[src/rtl/soft_reset_pkg.sv]
package soft_reset_pkg;
  localparam logic [7:0] OP_ARM  = 8'h66;
  localparam logic [7:0] OP_FIRE = 8'h99;

  typedef enum logic {
    ST_IDLE  = 1'b0,
    ST_ARMED = 1'b1
  } arm_state_t;
endpackage

[src/rtl/frame_tracker.sv]
module frame_tracker #(
  parameter int BYTE_BITS = 8
) (
  input  logic       clk,
  input  logic       rst_n,
  input  logic       cs_n,
  input  logic       bit_tick,
  input  logic       op_valid,
  input  logic [7:0] op_byte,
  output logic       frame_done,
  output logic       frame_ok,
  output logic [7:0] frame_op
);
  localparam int CW = $clog2(BYTE_BITS + 2);
  localparam logic [CW-1:0] SAT  = CW'(BYTE_BITS + 1);
  localparam logic [CW-1:0] FULL = CW'(BYTE_BITS);

  logic          cs_q;
  logic [CW-1:0] bits_q, bits_d;
  logic          seen_q, seen_d;
  logic [7:0]    op_q, op_d;

  always_comb begin
    bits_d = bits_q;
    seen_d = seen_q;
    op_d   = op_q;
    if (cs_n) begin
      bits_d = '0;
      seen_d = 1'b0;
    end else begin
      if (bit_tick && (bits_q != SAT)) bits_d = bits_q + 1'b1;
      if (op_valid) begin
        seen_d = 1'b1;
        op_d   = op_byte;
      end
    end
  end

  always_ff @(posedge clk or negedge rst_n) begin
    if (!rst_n) begin
      cs_q   <= 1'b1;
      bits_q <= '0;
      seen_q <= 1'b0;
      op_q   <= '0;
    end else begin
      cs_q   <= cs_n;
      bits_q <= bits_d;
      seen_q <= seen_d;
      op_q   <= op_d;
    end
  end

  assign frame_done = cs_n & ~cs_q;
  assign frame_ok   = (bits_q == FULL) & seen_q;
  assign frame_op   = op_q;


  bits_bound_chk: assert property (@(posedge clk) disable iff (!rst_n)
    bits_q <= SAT);
endmodule

[src/rtl/lock_timer.sv]
module lock_timer #(
  parameter int LOCK_CYCLES = 7500
) (
  input  logic clk,
  input  logic rst_n,
  input  logic start,
  output logic busy
);
  localparam int TW = (LOCK_CYCLES > 1) ? $clog2(LOCK_CYCLES) : 1;
  localparam logic [TW-1:0] LOAD = TW'(LOCK_CYCLES - 1);

  logic [TW-1:0] cnt_q, cnt_d;
  logic          busy_q, busy_d;

  always_comb begin
    cnt_d  = cnt_q;
    busy_d = busy_q;
    if (start) begin
      cnt_d  = LOAD;
      busy_d = 1'b1;
    end else if (busy_q) begin
      if (cnt_q == '0) busy_d = 1'b0;
      else             cnt_d  = cnt_q - 1'b1;
    end
  end

  always_ff @(posedge clk or negedge rst_n) begin
    if (!rst_n) begin
      cnt_q  <= '0;
      busy_q <= 1'b0;
    end else begin
      cnt_q  <= cnt_d;
      busy_q <= busy_d;
    end
  end

  assign busy = busy_q;


  busy_entry_chk: assert property (@(posedge clk) disable iff (!rst_n)
    (!busy && !start) |=> !busy);
endmodule

[src/rtl/soft_reset_seq.sv]
module soft_reset_seq #(
  parameter int LOCK_CYCLES = 7500,
  parameter int BYTE_BITS   = 8
) (
  input  logic       clk,
  input  logic       rst_n,
  input  logic       cs_n,
  input  logic       bit_tick,
  input  logic       op_valid,
  input  logic [7:0] op_byte,
  output logic       rst_pulse_o,
  output logic       abort_o,
  output logic       accept_o
);
  import soft_reset_pkg::*;

  logic       frame_done, frame_ok;
  logic [7:0] frame_op;
  logic       busy;
  logic       fire;
  arm_state_t st_q, st_d;
  logic       rst_q, abort_q;

  frame_tracker #(.BYTE_BITS(BYTE_BITS)) u_frame (
    .clk(clk), .rst_n(rst_n), .cs_n(cs_n), .bit_tick(bit_tick),
    .op_valid(op_valid), .op_byte(op_byte),
    .frame_done(frame_done), .frame_ok(frame_ok), .frame_op(frame_op)
  );

  lock_timer #(.LOCK_CYCLES(LOCK_CYCLES)) u_lock (
    .clk(clk), .rst_n(rst_n), .start(fire), .busy(busy)
  );

  always_comb begin
    st_d = st_q;
    fire = 1'b0;
    if (busy) begin
      st_d = ST_IDLE;
    end else if (frame_done) begin
      if (frame_ok && frame_op == OP_FIRE && st_q == ST_ARMED) fire = 1'b1;
      st_d = (frame_ok && frame_op == OP_ARM) ? ST_ARMED : ST_IDLE;
    end
  end

  always_ff @(posedge clk or negedge rst_n) begin
    if (!rst_n) begin
      st_q    <= ST_IDLE;
      rst_q   <= 1'b0;
      abort_q <= 1'b0;
    end else begin
      st_q    <= st_d;
      rst_q   <= fire;
      abort_q <= fire;
    end
  end

  assign rst_pulse_o = rst_q;
  assign abort_o     = abort_q;
  assign accept_o    = ~busy;


  pulse_single_chk: assert property (@(posedge clk) disable iff (!rst_n)
    rst_pulse_o |=> !rst_pulse_o);

  abort_pair_chk: assert property (@(posedge clk) disable iff (!rst_n)
    abort_o == rst_pulse_o);

  lock_on_reset_chk: assert property (@(posedge clk) disable iff (!rst_n)
    rst_pulse_o |-> !accept_o);

  no_fire_in_lock_chk: assert property (@(posedge clk) disable iff (!rst_n)
    !accept_o |=> !rst_pulse_o);
endmodule

[config.mk]
export PLATFORM = sky130hd
export DESIGN_NAME = soft_reset_seq
export DESIGN_NICKNAME = d
export VERILOG_FILES = /design/src/rtl/soft_reset_pkg.sv /design/src/rtl/frame_tracker.sv /design/src/rtl/lock_timer.sv /design/src/rtl/soft_reset_seq.sv
export SDC_FILE = /design/constraint.sdc
export NUM_CORES = 1
export LEC_CHECK = 0
export ABC_CLOCK_PERIOD_IN_PS = 2500
export BUFFER_PORTS_ARGS = -buffer_cell sky130_fd_sc_hd__buf_2
export CORE_MARGIN = 4
export CORE_UTILIZATION = 29
export DETAILED_ROUTE_END_ITERATION = 7
export PLACE_DENSITY = 0.42
export SLEW_MARGIN = 20
export SYNTH_ARGS = -nofsm -noshare
export SYNTH_HDL_FRONTEND = slang
export SYNTH_SLANG_ARGS = --single-unit
[constraint.sdc]
create_clock -name clk -period 2.5 [get_ports clk]
set_input_delay 0 -clock clk [delete_from_list [all_inputs] [get_ports clk]]
set_output_delay 0 -clock clk [all_outputs]
set_load 0.05 [all_outputs]
==> out/metrics.yaml <==
placed_cells: 227
endpoint_kind: "flop"
tns_ns: 0
status: "finished, final reports clean"
viasPerCell: 4.76
root_buffer: "clkbuf_8"
syn_nets: 163
detail_route.first_pass.iterations: 4
crit_buf_inv: 1
gp_congestion: 0.795
fillers: 527
grt_start_max_net_pins: 31
drt_iter0_markers: 42
rsz0062_at_grt: "false"
fin_crit_sh: 0.845
path_cells: "inv_1 > ha_1 > or4b_4 > or4_4 > a21o_1 > a21oi_2"
critPathLaunchType: "flop"
fin_skew_ns: 0.00383
final-seq-area_sq_um: 752
grt_pass1_wl_mm: 5.38
io_pins: 16
worstSetupPathType: "flop to flop"
setup_viol: 0
power_leakage_uw: 0.000747
drt_wl_total_mm: 3.00
synth-warning-count: 0
synth-seq-area-share: 0.495
syn_area_per_cell_sq_um: 10.5
clk_path_buf_depth: 2
num_vias: 1166
grt_pass1_vias: 1155
slew_headroom: 0.539
cts_tree: "built"
cts_made_buffers: 5
slew_viol_final: 0
ys_types: 43
antenna_found_initial: 0
nets: 193
path_max_fanout: 5
antenna_cells: 0
fmax_ghz: 0.473
netlist_area_sq_um: 1520
dieWidth_um: 80.4
cpLargestDelayFamily: "simple AND/OR/NAND/NOR gates"
post_cts_buffers: 0
cts_resized: 0
drc: 0
die_area_sq_um: 6460
hold_path_class: "input port to flop"
syn2layout_area_growth_pct: 22.2
hold_slack_ns: 0.0260
ir_drop_v: 0.000212
synth_cells: 145
fin_cells: 245
cpMaxStageDelayCell: "or4_4"
path_clk_slew_ns: 0.06
ant_nets: 0
grt_usage: 0.109
cp.required_ns: 2.70
power_density_nw_per_um2: 515
wl_per_cell_um: 12.2
critPathMaxStageDelay_ns: 0.58
critPathArrivalTime_ns: 2.32
port_buffers: 15
grt-ovfl-total: 0
multi_input_area_sq_um: 724
initial_core_util: 0.297
hold_violations: 0
htreeDepth: 2
synth_seq_cells: 30
core_sq_um: 5110
max_slew.worst_pin.slew_ns: 0.691
synth_edf_count: 0
cap_violations: 0
dieHeight_um: 80.4
dp_hpwl_mm: 2.18
layout-drive-gt1-share: 0.223
async_reset_ff_frac: 1.00
row_count: 26
clock_latency_ns: 0.27
period_minus_slack_ns: 2.11
ys.flop_type: "dfrtp_1"
cts_sinks: 30
==> worst register-to-register path: cells and delay by family (launching register included) <==
family | cells | cell delay (ns)
simple gates | 2 | 1.05
flops | 1 | 0.39
compound gates | 2 | 0.31
fa+ha+maj | 1 | 0.18
buf+inv | 1 | 0.12
==> synthesized netlist by cell type (2+ instances only) <==
cell | n | area, sq um
a21oi_1 | 6 | 30.0
clkbuf_1 | 2 | 7.51
dfrtp_1 | 29 | 726
ha_1 | 5 | 62.6
inv_1 | 6 | 22.5
mux2_2 | 8 | 90.1
mux2i_1 | 3 | 30.0
nand2_1 | 16 | 60.1
nand3_1 | 7 | 35.0
nand4_1 | 2 | 12.5
nand4b_1 | 2 | 17.5
nor2_1 | 12 | 45.0
nor3_1 | 9 | 45.0
nor4_1 | 2 | 12.5
nor4b_1 | 2 | 17.5
o21ai_0 | 2 | 10.0
or3_1 | 3 | 18.8
xnor2_1 | 3 | 26.3
xor2_1 | 2 | 17.5
==> cell usage in the layout (no fill, tap or decap), drive strengths merged, types with 5 or more instances in the layout <==
master / instances
dfrtp: 29
nand2: 16
buf: 16
nor2: 12
dlygate4sd3: 11
nor3: 9
mux2: 8
nand3: 7
a21oi: 7
clkbuf: 7
inv: 6
ha: 5
==> routing by layer <==
| layer | GRT usage | wire (um) | vias up |
|---|---|---|---|
| met4 | 0.0473 | 48 | 0 |
| met2 | 0.165 | 1390 | 18 |
| li1 | - | - | 579 |
| met3 | 0.0370 | 120 | 6 |
| met5 | 0 | 0 | - |
| met1 | 0.139 | 1440 | 563 |
==> through the flow <==
step	cell area (sq um)	worst slack (ns)	power (uW)	utilization
6_report	1860	0.387	956	0.363
5_1_grt	1860	0.284	1020	0.363
4_1_cts	1860	0.378	977	0.363
3_5_place_dp	1670	0.400	602	0.327
3_3_place_gp	1670	0.435	599	0.327
2_1_floorplan	1520	0.492	570	-
==> final timing paths <==
| kind | start | to | slack (ns) | cells after the start |
|---|---|---|---|---|
| worst max-delay path | u_lock.cnt_q[0] | u_lock.cnt_q[5] | 0.39 | 6 |
| worst min-delay path | bit_tick | u_frame.bits_q[1] | 0.03 | 3 |
| worst max register to register | u_lock.cnt_q[0] | u_lock.cnt_q[5] | 0.39 | 6 |
| worst min register to register | u_frame.seen_q | u_frame.seen_q | 0.50 | 2 |
| max in group asynchronous | rst_n | u_lock.cnt_q[2] | 1.74 | 2 |
| min in group asynchronous | rst_n | u_lock.cnt_q[8] | 0.30 | 2 |
==> final cells by class <==
cell class | instances | share of cell area
Sequential cell | 30 | 0.405
Inverter | 6 | 0.0121
Timing Repair Buffer | 27 | 0.104
Clock buffer | 7 | 0.0411
Tap cell | 70 | 0.0472
Multi-Input combinational cell | 105 | 0.390
==> power by group <==
group	internal, uW	switching [uW]
Combinational	44.0	30.9
Sequential	511	17.7
Clock	191	161
Total	746	210
==> flip-flops by register name (all words and copies together), names as in the netlist <==
| register | count |
|---|---|
| u_frame.bits_q | 4 |
| abort_o | 1 |
| u_frame.seen_q | 1 |
| u_frame.frame_op | 8 |
| u_frame.cs_q | 1 |
| u_lock.busy | 1 |
| st_q | 1 |
| u_lock.cnt_q | 13 |
==> what timing repair did <==
| item | 4_1_cts | 5_1_grt |
|---|---|---|
| hold buffers | 11 | 0 |
| endpoints found under the hold margin | 43 | 0 |
| endpoints found under the setup margin | 0 | 0 |
==> cell families (layout without fill, tap and decap cells) <==
logic type | after synthesis | count (layout) | share of synthesized area
mux | 11 | 11 | 0.0791
xor+xnor | 5 | 5 | 0.0288
buf+inv | 10 | 40 | 0.0280
flops | 30 | 30 | 0.495
compound gates | 15 | 15 | 0.0725
fa+ha+maj | 5 | 5 | 0.0412
simple gates | 69 | 69 | 0.255
(Power assumes the default switching activity.)
